**src/rtl/rxd_pkg.sv**
```systemverilog
package rxd_pkg;
  localparam int unsigned ERR_W = 3;
  typedef enum logic [ERR_W-1:0] {
    ERR_NONE    = 3'd0,
    ERR_CRC     = 3'd1,
    ERR_DECRYPT = 3'd2,
    ERR_FIFO    = 3'd3,
    ERR_PHY     = 3'd4
  } err_cls_e;
endpackage

```
**src/rtl/rxd_gate.sv**
```systemverilog
module rxd_gate #(
  parameter int unsigned ADDR_W   = 32,
  parameter int unsigned DONE_BIT = 0
) (
  input  logic [31:0]       stat1_i,
  input  logic              next_done_i,
  input  logic [ADDR_W-1:0] hw_ptr_i,
  input  logic [ADDR_W-1:0] desc_addr_i,
  output logic              pend_o
);
  logic cur_done;
  logic tail_busy;
  logic unused_s1;

  assign cur_done  = stat1_i[DONE_BIT];
  // engine may still re-enter a self-linked tail
  assign tail_busy = !next_done_i && (hw_ptr_i == desc_addr_i);
  assign pend_o    = !cur_done || tail_busy;
  assign unused_s1 = ^stat1_i;
endmodule

```
**src/rtl/rxd_err_class.sv**
```systemverilog
module rxd_err_class
  import rxd_pkg::*;
#(
  parameter int unsigned OK_BIT   = 1,
  parameter int unsigned CRC_BIT  = 2,
  parameter int unsigned DCRC_BIT = 3,
  parameter int unsigned FIFO_BIT = 4,
  parameter int unsigned PHY_LSB  = 5,
  parameter int unsigned PHY_W    = 3
) (
  input  logic [31:0]      stat1_i,
  output err_cls_e         err_o,
  output logic [PHY_W-1:0] phy_o
);
  logic unused_s1;
  assign unused_s1 = ^stat1_i;

  always_comb begin
    err_o = ERR_NONE;
    phy_o = '0;
    if (!stat1_i[OK_BIT]) begin
      if (stat1_i[CRC_BIT])       err_o = ERR_CRC;
      else if (stat1_i[DCRC_BIT]) err_o = ERR_DECRYPT;
      else if (stat1_i[FIFO_BIT]) err_o = ERR_FIFO;
      else begin
        err_o = ERR_PHY;
        phy_o = stat1_i[PHY_LSB +: PHY_W];
      end
    end
  end
endmodule

```
**src/rtl/rxd_fields.sv**
```systemverilog
module rxd_fields #(
  parameter int unsigned LEN_W    = 12,
  parameter int unsigned RSSI_W   = 8,
  parameter int unsigned RATE_W   = 4,
  parameter int unsigned KEY_W    = 6,
  parameter int unsigned LEN_LSB  = 0,
  parameter int unsigned MORE_BIT = 12,
  parameter int unsigned RATE_LSB = 15,
  parameter int unsigned ANT_BIT  = 19,
  parameter int unsigned RSSI_LSB = 20,
  parameter int unsigned KV_BIT   = 8,
  parameter int unsigned KEY_LSB  = 9,
  localparam int unsigned OKEY_W  = KEY_W + 1
) (
  input  logic [31:0]       stat0_i,
  input  logic [31:0]       stat1_i,
  output logic [LEN_W-1:0]  len_o,
  output logic [RSSI_W-1:0] rssi_o,
  output logic [RATE_W-1:0] rate_o,
  output logic              ant_o,
  output logic              more_o,
  output logic [OKEY_W-1:0] key_o
);
  localparam logic [OKEY_W-1:0] KEY_NONE = '1;
  logic unused_w;

  assign len_o    = stat0_i[LEN_LSB  +: LEN_W];
  assign rssi_o   = stat0_i[RSSI_LSB +: RSSI_W];
  assign rate_o   = stat0_i[RATE_LSB +: RATE_W];
  assign ant_o    = stat0_i[ANT_BIT];
  assign more_o   = stat0_i[MORE_BIT];
  assign key_o    = stat1_i[KV_BIT] ? {1'b0, stat1_i[KEY_LSB +: KEY_W]} : KEY_NONE;
  assign unused_w = ^{stat0_i, stat1_i};
endmodule

```
**src/rtl/rx_status_decoder.sv**
```systemverilog
module rx_status_decoder
  import rxd_pkg::*;
#(
  parameter int unsigned ADDR_W   = 32,
  parameter int unsigned LEN_W    = 12,
  parameter int unsigned RSSI_W   = 8,
  parameter int unsigned RATE_W   = 4,
  parameter int unsigned KEY_W    = 6,
  parameter int unsigned PHY_W    = 3,
  parameter int unsigned LEN_LSB  = 0,
  parameter int unsigned MORE_BIT = 12,
  parameter int unsigned RATE_LSB = 15,
  parameter int unsigned ANT_BIT  = 19,
  parameter int unsigned RSSI_LSB = 20,
  parameter int unsigned DONE_BIT = 0,
  parameter int unsigned OK_BIT   = 1,
  parameter int unsigned CRC_BIT  = 2,
  parameter int unsigned DCRC_BIT = 3,
  parameter int unsigned FIFO_BIT = 4,
  parameter int unsigned PHY_LSB  = 5,
  parameter int unsigned KV_BIT   = 8,
  parameter int unsigned KEY_LSB  = 9,
  localparam int unsigned OKEY_W  = KEY_W + 1
) (
  input  logic              clk_i,
  input  logic              rst_ni,
  input  logic              in_valid_i,
  output logic              in_ready_o,
  input  logic [31:0]       stat0_i,
  input  logic [31:0]       stat1_i,
  input  logic              next_done_i,
  input  logic [ADDR_W-1:0] hw_ptr_i,
  input  logic [ADDR_W-1:0] desc_addr_i,
  output logic              out_valid_o,
  input  logic              out_ready_i,
  output logic              pend_o,
  output logic [LEN_W-1:0]  len_o,
  output logic [RSSI_W-1:0] rssi_o,
  output logic [RATE_W-1:0] rate_o,
  output logic              ant_o,
  output logic              more_o,
  output logic [OKEY_W-1:0] key_o,
  output logic [ERR_W-1:0]  err_o,
  output logic [PHY_W-1:0]  phy_o
);
  typedef struct packed {
    logic              pend;
    logic [LEN_W-1:0]  len;
    logic [RSSI_W-1:0] rssi;
    logic [RATE_W-1:0] rate;
    logic              ant;
    logic              more;
    logic [OKEY_W-1:0] key;
    err_cls_e          err;
    logic [PHY_W-1:0]  phy;
  } result_t;

  logic      gate_pend;
  err_cls_e  cls_err;
  logic [PHY_W-1:0]  cls_phy;
  logic [LEN_W-1:0]  f_len;
  logic [RSSI_W-1:0] f_rssi;
  logic [RATE_W-1:0] f_rate;
  logic              f_ant, f_more;
  logic [OKEY_W-1:0] f_key;
  result_t   nxt_res, res_q;
  logic      vld_q;
  logic      accept;

  rxd_gate #(.ADDR_W(ADDR_W), .DONE_BIT(DONE_BIT)) u_gate (
    .stat1_i    (stat1_i),
    .next_done_i(next_done_i),
    .hw_ptr_i   (hw_ptr_i),
    .desc_addr_i(desc_addr_i),
    .pend_o     (gate_pend)
  );

  rxd_err_class #(
    .OK_BIT(OK_BIT), .CRC_BIT(CRC_BIT), .DCRC_BIT(DCRC_BIT),
    .FIFO_BIT(FIFO_BIT), .PHY_LSB(PHY_LSB), .PHY_W(PHY_W)
  ) u_cls (
    .stat1_i(stat1_i),
    .err_o  (cls_err),
    .phy_o  (cls_phy)
  );

  rxd_fields #(
    .LEN_W(LEN_W), .RSSI_W(RSSI_W), .RATE_W(RATE_W), .KEY_W(KEY_W),
    .LEN_LSB(LEN_LSB), .MORE_BIT(MORE_BIT), .RATE_LSB(RATE_LSB),
    .ANT_BIT(ANT_BIT), .RSSI_LSB(RSSI_LSB), .KV_BIT(KV_BIT), .KEY_LSB(KEY_LSB)
  ) u_fld (
    .stat0_i(stat0_i),
    .stat1_i(stat1_i),
    .len_o  (f_len),
    .rssi_o (f_rssi),
    .rate_o (f_rate),
    .ant_o  (f_ant),
    .more_o (f_more),
    .key_o  (f_key)
  );

  always_comb begin
    nxt_res = '0;
    nxt_res.err = ERR_NONE;
    if (gate_pend) begin
      nxt_res.pend = 1'b1;
    end else begin
      nxt_res.len  = f_len;
      nxt_res.rssi = f_rssi;
      nxt_res.rate = f_rate;
      nxt_res.ant  = f_ant;
      nxt_res.more = f_more;
      nxt_res.key  = f_key;
      nxt_res.err  = cls_err;
      nxt_res.phy  = cls_phy;
    end
  end

  assign in_ready_o = !vld_q || out_ready_i;
  assign accept     = in_valid_i && in_ready_o;

  always_ff @(posedge clk_i or negedge rst_ni) begin
    if (!rst_ni) begin
      vld_q <= 1'b0;
      res_q <= '0;
    end else if (accept) begin
      vld_q <= 1'b1;
      res_q <= nxt_res;
    end else if (out_ready_i) begin
      vld_q <= 1'b0;
    end
  end

  assign out_valid_o = vld_q;
  assign pend_o      = res_q.pend;
  assign len_o       = res_q.len;
  assign rssi_o      = res_q.rssi;
  assign rate_o      = res_q.rate;
  assign ant_o       = res_q.ant;
  assign more_o      = res_q.more;
  assign key_o       = res_q.key;
  assign err_o       = res_q.err;
  assign phy_o       = res_q.phy;
endmodule

```
**config.mk**
```make
export PLATFORM = sky130hd
export DESIGN_NAME = rx_status_decoder
export DESIGN_NICKNAME = d
export VERILOG_FILES = /design/src/rtl/rxd_pkg.sv /design/src/rtl/rxd_gate.sv /design/src/rtl/rxd_err_class.sv /design/src/rtl/rxd_fields.sv /design/src/rtl/rx_status_decoder.sv
export SDC_FILE = /design/constraint.sdc
export NUM_CORES = 1
export LEC_CHECK = 0
export ABC_AREA = 1
export BUFFER_PORTS_ARGS = -buffer_cell sky130_fd_sc_hd__buf_4
export CORE_UTILIZATION = 40
export CTS_CLUSTER_SIZE = 8
export DETAILED_ROUTE_END_ITERATION = 10
export PLACE_DENSITY_LB_ADDON = 0.3
export REMOVE_ABC_BUFFERS = 1
export SYNTH_ARGS = -nofsm -noshare
export SYNTH_HDL_FRONTEND = slang
export SYNTH_SLANG_ARGS = --single-unit
export TNS_END_PERCENT = 20
```
**constraint.sdc**
```tcl
create_clock -name clk_i -period 1.5 [get_ports clk_i]
set_input_delay 0.375 -clock clk_i [delete_from_list [all_inputs] [get_ports clk_i]]
set_output_delay 0.375 -clock clk_i [all_outputs]
set_load 0.03 [all_outputs]
```
# --- Word level (Yosys, flattened, before mapping) ---
# Cells that the tools add are included.
totals:
  reg_bits: 41
  latchBits: 0
  mem_bits_rw: 0
  romBits: 0
  elab_cells: 32
  mem_count: 0
op_classes:
  add_sub_neg: 0
  multipliers: 0
  div: 0
  order_cmp: 0
  n_eq_ne: 1
  n_shift: 0
  mux: 13
  bitwise: 0
  n_reduce_logical: 8
op_table:
  columns: ["cell", "count"]
  rows:
  - ["$mux W39", 1]
  - ["$eq A32 B32 Y1", 1]
  - ["$mux W3", 8]
  - ["$mux W7", 1]
  - ["$logic_not A1 Y1", 3]
  - ["$mux W1", 3]
  - ["$logic_and A1 B1 Y1", 2]
  - ["$logic_or A1 B1 Y1", 2]
  - ["$reduce_bool A2 Y1", 1]

# --- Longest topological paths before layout ---
# Gate-level depths: netlist (run 1).
logic_depth:
  depth_word: 5
  mapped_depth: 12
  ltp_nobuf: 11

# --- Hierarchy ---
# A second synthesis (run 1) with hierarchy kept.
hier_totals:
  cells_unflattened: 439
  area_unflattened_um2: 2855.2
modules_own_cells:
  columns: ["module", "n_inst", "cells_each", "area_each_um2"]
  rows:
  - ["rx_status_decoder", 1, 260, 1998.2]
  - ["rxd_gate", 1, 125, 549.3]
  - ["rxd_fields", 1, 39, 244.0]
  - ["rxd_err_class", 1, 15, 63.8]

# --- Least setup slack after synthesis (run 1) ---
# OpenSTA, ideal clock, no wires.
synth_timing:
  kind: "register to register"
  startpoint: "register vld_q (netlist: out_valid_o)"
  endpoint: "register res_q (netlist bit key_o[6])"
  setup_time_ns: 0.066
  t_arrival_ns: 1.473
  required_ns: 1.434
  setup_slack_ns: -0.038
  stages_incl_launch_ff: 7
  path_buffers: 1
  synth_period_minus_slack_ns: 1.538
  path_cell_list: "dfrtp_1 > nand2_1 > nand2_1 > nor2_2 > buf_2 > nand3_1 > nand2_1"
synth_between:
  elab_chain_cells: 3
synth_rtl:
  columns: ["element", "line", "rtl"]
  rows:
  - ["start: declaration", "rx_status_decoder.sv:67", "logic vld_q;"]
  - ["start signal: assignment", "rx_status_decoder.sv:124", "vld_q <= 1'b0;"]
  - ["start signal: assignment", "rx_status_decoder.sv:127", "vld_q <= 1'b1;"]
  - ["start signal: assignment", "rx_status_decoder.sv:130", "vld_q <= 1'b0;"]
  - ["$logic_not A1 Y1", "rx_status_decoder.sv:119", "assign in_ready_o = !vld_q || out_ready_i;"]
  - ["$logic_or A1 B1 Y1", "rx_status_decoder.sv:119", null]
  - ["via in_ready_o", "rx_status_decoder.sv:28", "output logic in_ready_o,"]
  - ["$logic_and A1 B1 Y1", "rx_status_decoder.sv:120", "assign accept = in_valid_i && in_ready_o;"]
  - ["end signal: assignment", "rx_status_decoder.sv:128", "res_q <= nxt_res;"]
  - ["end: declaration", "rx_status_decoder.sv:66", "result_t nxt_res, res_q;"]
# The timed path passes the listed nets, and every way through them passes these cells.
# A chain may end at the register's enable or synchronous reset.

# --- Worst setup path after layout (run 1) ---
layout_timing:
  startpoint: "register vld_q (netlist: out_valid_o)"
  endpoint: "output in_ready_o"
layout_between:
  elab_chain_cells: 2
layout_rtl:
  columns: ["element", "line"]
  rows:
  - ["$logic_not A1 Y1", "rx_status_decoder.sv:119"]
  - ["$logic_or A1 B1 Y1", "rx_status_decoder.sv:119"]
  - ["end: declaration", "rx_status_decoder.sv:28"]
# No other way between the ends.

==> qor.csv, run 1 <==
metric;value;unit
post-synthesis mux area share;0;
internal power;2.059;mW
finished layout cell area;0.003635;mm^2
I/O pin count;175;
Warnings, synthesis;0;
total track usage;0.2155;
status;complete, no violations;
layout cells sized above 1;0.3795;
placed cell count;541;
largest area contributor in the netlist;dfrtp_1;
TritonCTS Buffers;5;
Cell Pwr Density;838.0;mW/mm^2
Rows;27;
Die H;78.05;um
cells after synthesis;322;
Synth Area per Inst;7.185;um^2
CP Max Fanout;4;
WS Path Type;reg2out;
routed wire length;6403;um
sw power;0.9873;mW
top_reg_cell synth;dfrtp_1;
root buf cell;clkbuf_8;
Synth top area share;0.4435;
ant diodes;0;
HPWL after DPL;5021;um
top cells by area, synth;dfrtp_1 (44%), nand2_1 (21%), nand3_1 (8.0%), inv_1 (7.0%), xnor2_1 (3.8%);
Die Area;0.006092;mm^2
FMAX;739.6;MHz
cts hold-fix bufs;0;
hold slack;47.49;ps
post-synthesis simple-gate area fraction;0.3867;
clk slew on worst S/H paths;80;ps
Leak;2.157;nW
clk_lat worst skew;290;ps
grt ovf;0;
EDFF count, synth;0;
initial antenna violation count;0;
synth cell count leaders;nand2_1 (130), inv_1 (43), dfrtp_1 (41);
RSZ-0062 raised after global routing;false;
crit path launch type;flip-flop;
Initial Utilization;0.4176;
largest family of logic cells by synthesized area;simple AND/OR/NAND/NOR gates;
Post-CTS Resized;0;
dpl cell area;0.003538;mm^2
Nets;609;
Critical Path RT;1120;ps
largest net degree at the start of global routing;42;
Total Power;3.046;mW
vias in the first global route;2497;
sequential area share after synthesis;0.4435;
Distinct cells, synth;22;
first-pass GRT wire length;10480;um
area growth from synthesis to layout;57.11;%
routability cong.;0.7158;
hold crit path type;in2async;
Critical Path End Type;output pin;
CTS tree;built;
relative slew slack;0.6555;
IO buf count;151;
wire per inst;11.66;um
CTS Buffer Depth;2;
Tmin final;1352;ps
post-DR vias/cell;4.592;
final core occ;0.6561;
fin cells;549;
switching share of total power;0.3241;
First DRT Iteration DRCs;93;
flops & latches, synth;41;
mapped cell area;0.002313;mm^2
Post-DRT Antenna Nets;0;
Synth Area in Compound Gates;0.01622;
worst ir drop on vdd;0.4424;mV
fin worst setup slack;147.8;ps
# clock sinks;41;
die width;78.05;um
Pre-antenna DRT Iters;4;
TNS Setup;0;ps
Final Skew;9.912;ps
DRC viols;0;
Worst Path Arrival;980;ps
Gate power share;0.333;
MaxCap Viol Count;0;
most numerous cell in the Yosys netlist;nand2_1;
Worst Tran Pin Value;516.7;ps
Place WS;-104.7;ps
Final Setup Violations;0;
Clock power frac;0.245;
H-tree lvl count;2;
post-CTS setup buffers;0;
Post-Synth XOR/XNOR Area;0.04543;
core area;0.005540;mm^2
asr flop ratio synth;1.000;
final hold vios;0;
Adder-Cell Fraction of Synth Area;0;
max-slew violations;0;
Final period util;0.9014;
Reg power frac;0.422;
Via Count;2521;
==> state kept, by name (all words and copies together) (netlist names) <==
| signal | count |
|---|---|
| ant_o | 1 |
| err_o | 3 |
| key_o | 7 |
| len_o | 12 |
| more_o | 1 |
| out_valid_o | 1 |
| pend_o | 1 |
| phy_o | 3 |
| rate_o | 4 |
| rssi_o | 8 |
==> cell families (layout without fill, tap and decap cells) <==
kind of cell / after synthesis / in the layout
AOI/OAI and AO/OA: 5 / 5
DFF: 41 / 41
xor gates and xnor gates: 12 / 12
and+or+nand+nor: 209 / 209
buffers and inverters: 55 / 210
==> final timing paths <==
kind / startpoint / cells past startpoint / slack, ps / endpoint
worst min-delay path: rst_ni / 1 / 50 / len_o[0]
min in group clk_i: stat0_i[11] / 3 / 300 / len_o[11]
worst max register to register: out_valid_o / 6 / 200 / rate_o[1]
worst min register to register: phy_o[1] / 2 / 490 / phy_o[1]
worst max-delay path: out_valid_o / 2 / 150 / in_ready_o
max in group asynchronous: rst_ni / 1 / 1090 / rate_o[1]
==> layout by cell type, fill, tap and decap left out, types with 4 or more instances in the layout <==
cell,count
buf_4,157
clkbuf_8,6
dfrtp_1,41
inv_1,43
nand2_1,130
nand3_1,37
nand3_2,4
nand4_1,5
nor2_1,22
or2_2,6
xnor2_1,10
==> worst max-delay path, stage by stage, from the launching register on <==
cell     delay [ps]
dfrtp_1         380
nand2_1         130
buf_4           180
==> per-layer routing <==
metal  share of wire  track usage  vias to the layer above
li1                -            -                     1286
met1            0.39       0.2343                     1130
met2            0.53       0.4114                       94
met3           0.066      0.05116                       11
met4           0.017      0.06111                        0
met5               0            0                        -
==> power groups by stage <==
stage | sequential [mW] | combinational [mW] | clock (mW)
2_1_floorplan | 1.53 | 0.253 | 0
3_3_place_gp | 1.30 | 0.999 | 0
3_5_place_dp | 1.30 | 1.02 | 0
4_1_cts | 1.28 | 1.03 | 0.771
5_1_grt | 1.30 | 1.10 | 0.826
6_report | 1.28 | 1.01 | 0.748
==> final cells by class <==
class / instances / area, um^2
Clock buffer: 6 / 82.58
Inverter: 43 / 161.4
Tap cell: 72 / 90.09
Clock inverter: 2 / 13.76
Multi-Input combinational cell: 226 / 1042
Timing Repair Buffer: 159 / 1219
Fill cell: 502 / 1906
Sequential cell: 41 / 1026
(Power assumes the default switching activity.)
==> run 2: changes to the inputs <==
- ABC_AREA: 1 -> default
- CORE_UTILIZATION: 40 -> 38
==> run 2 against run 1 <==
  * The run now ends with setup timing left
  * Critical path depth rose by 6
  * Sequential power barely moved
  * Via count fell by 18%
  * Synthesized area fell by 13%
  * Non-clock buffer count fell by 1
  * Setup slack got worse by 250 ps
  * Critical path type is now in2reg
  * Highest routed layer unchanged
==> qor.csv, run 2 <==
metric;value;unit
status;finished with violations;
failing checks;setup timing;
MaxCap Viol Count;0;
Crit. Startpoint;desc_addr_i[1];
Via Count;2073;
EDFF count, synth;0;
Final Setup Violations;40;
Cell Chain, Critical Path;buf_6 -> xor2_1 -> nor4_2 -> buf_4 -> nand4_1 -> nor3_4 -> buf_6 -> o21ai_1;
I/O pin count;175;
top_reg_cell synth;dfrtp_1;
First DRT Iteration DRCs;71;
CTS tree;built;
wire per inst;12.96;um
FMAX;623.5;MHz
# clock sinks;41;
Critical Path End Type;flip-flop;
post-CTS setup buffers;0;
die width;74.74;um
WS Path Type;in2reg;
grt ovf;0;
Final period util;1.069;
flops & latches, synth;41;
hold crit path type;in2async;
initial antenna violation count;0;
slowest CP cell;nor4_2;
post-DR vias/cell;4.627;
ant diodes;0;
layout cells sized above 1;0.4418;
largest net degree at the start of global routing;42;
fin worst setup slack;-103.9;ps
most numerous cell in the Yosys netlist;nand2_1;
TritonCTS Buffers;5;
cells after synthesis;226;
critical path's largest stage delay;270;ps
root buf cell;clkbuf_8;
asr flop ratio synth;1.000;
vias in the first global route;2044;
Pre-antenna DRT Iters;4;
routed wire length;5808;um
Tmin final;1604;ps
Rows;26;
Worst Tran Pin Value;524.5;ps
fin cells;448;
core area;0.005107;mm^2
crit path launch type;input port;
Nets;512;
top cells by area, synth;dfrtp_1 (51%), nand2_1 (13%), xor2_1 (13%), o21ai_0 (11%), nor4_1 (2.2%);
max-slew violations;0;
largest area contributor in the netlist;dfrtp_1;
mapped cell area;0.002011;mm^2
TNS Setup;-3129;ps
Initial Utilization;0.3937;
commonest non-fill, non-tap cell in the layout;buf_4;
Place WS;-480.3;ps
routability cong.;0.7179;
Warnings, synthesis;0;
Post-DRT Antenna Nets;0;
DRC viols;0;
Synth top area share;0.5103;
synth cell count leaders;nand2_1 (70), o21ai_0 (43), dfrtp_1 (41);
Critical Path RT;1660;ps
Die Area;0.005586;mm^2
worst ir drop on vdd;0.4395;mV
Worst Path Arrival;1760;ps
CTS Buffer Depth;2;
total track usage;0.2063;
placed cell count;442;
CP Max Fanout;20;
Cell Pwr Density;843.9;mW/mm^2
HPWL after DPL;4614;um
Largest register FFs;12;
R2R setup slack;180;ps
R2R Path End;err_o[0];
Synth Area per Inst;8.897;um^2
reg2reg path depth;4;
clk_lat worst skew;280;ps
Die H;74.74;um
Leak;1.722;nW
RSZ-0062 raised after global routing;true;
crit path capture;rate_o[2];
sequential area share after synthesis;0.5103;
first-pass GRT wire length;8721;um
Critical Path Most Common Cell;buf_6;
area growth from synthesis to layout;67.21;%
commonest cells after routing, fill and taps aside;buf_4 (151), nand2_1 (70), dfrtp_1 (41);
H-tree lvl count;2;
Total Power;2.837;mW
clk slew on worst S/H paths;70;ps
Critical R2R Launch;out_valid_o;
relative slew slack;0.6503;
final hold vios;0;
IO buf count;151;
Distinct cells, synth;22;
Final Skew;7.493;ps
cts hold-fix bufs;0;
[run 2: timing repair]
action | 4_1_cts | 5_1_grt
pin swaps | 4 | 0
setup endpoints to repair | 40 | 40
gates resized for setup | 26 | 12
[run 2: area by class of cell]
cell class,instances,area [um^2]
clock buffer,5,68.82
clock inverter,1,5.005
fill,454,1745
inverter,3,11.26
multi-input combinational,170,929.6
sequential,41,1026
tap,70,87.58
timing repair buffer,158,1234
[run 2: worst min-delay path by stage]
stage / startpoint / end / slack [ps]
final: rst_ni / rssi_o[1] / 60
after global routing: rst_ni / rssi_o[1] / 100
after CTS: rst_ni / phy_o[2] / 80
after detailed placement: rst_ni / rate_o[3] / 390
after global placement: rst_ni / rate_o[3] / 390
after floorplan: rst_ni / ant_o / 80
[run 2: power by group]
| part | switching, mW | internal [mW] | total (mW) |
|---|---|---|---|
| sequential | 0.0592 | 1.21 | 1.27 |
| clock | 0.334 | 0.306 | 0.640 |
| combinational | 0.487 | 0.436 | 0.923 |
[run 2: stage by stage]
stage          hold WS [ps]    util  instance area, um^2
2_1_floorplan         79.41       -                 1954
3_3_place_gp          386.0  0.6382                 3259
3_5_place_dp          386.8  0.6382                 3259
4_1_cts               78.03  0.6563                 3352
5_1_grt               103.2  0.6583                 3362
6_report              61.73  0.6583                 3362
[run 2: worst max-delay path: cells and delay by family]
kind	cells	cell delay, ps
xor+xnor	1	150
buf+inv	3	450
compound gates	1	100
simple gates	3	670
[run 2: kinds of logic (layout without fill, tap and decap cells)]
| kind of cell | after synthesis | after routing | share of synthesized area |
|---|---|---|---|
| and+or+nand+nor | 91 | 91 | 0.1923 |
| AOI/OAI and AO/OA | 47 | 47 | 0.1245 |
| DFF | 41 | 41 | 0.5103 |
| xor gates and xnor gates | 32 | 32 | 0.1394 |
| buffers and inverters | 15 | 167 | 0.03360 |
[run 2: per-layer routing]
metal  track usage  share of wire  up-vias
met5             0              0        -
met4       0.05660          0.013        0
met3       0.05890          0.077        7
met2        0.4124           0.54       92
met1        0.2046           0.37      933
li1              -              -     1041
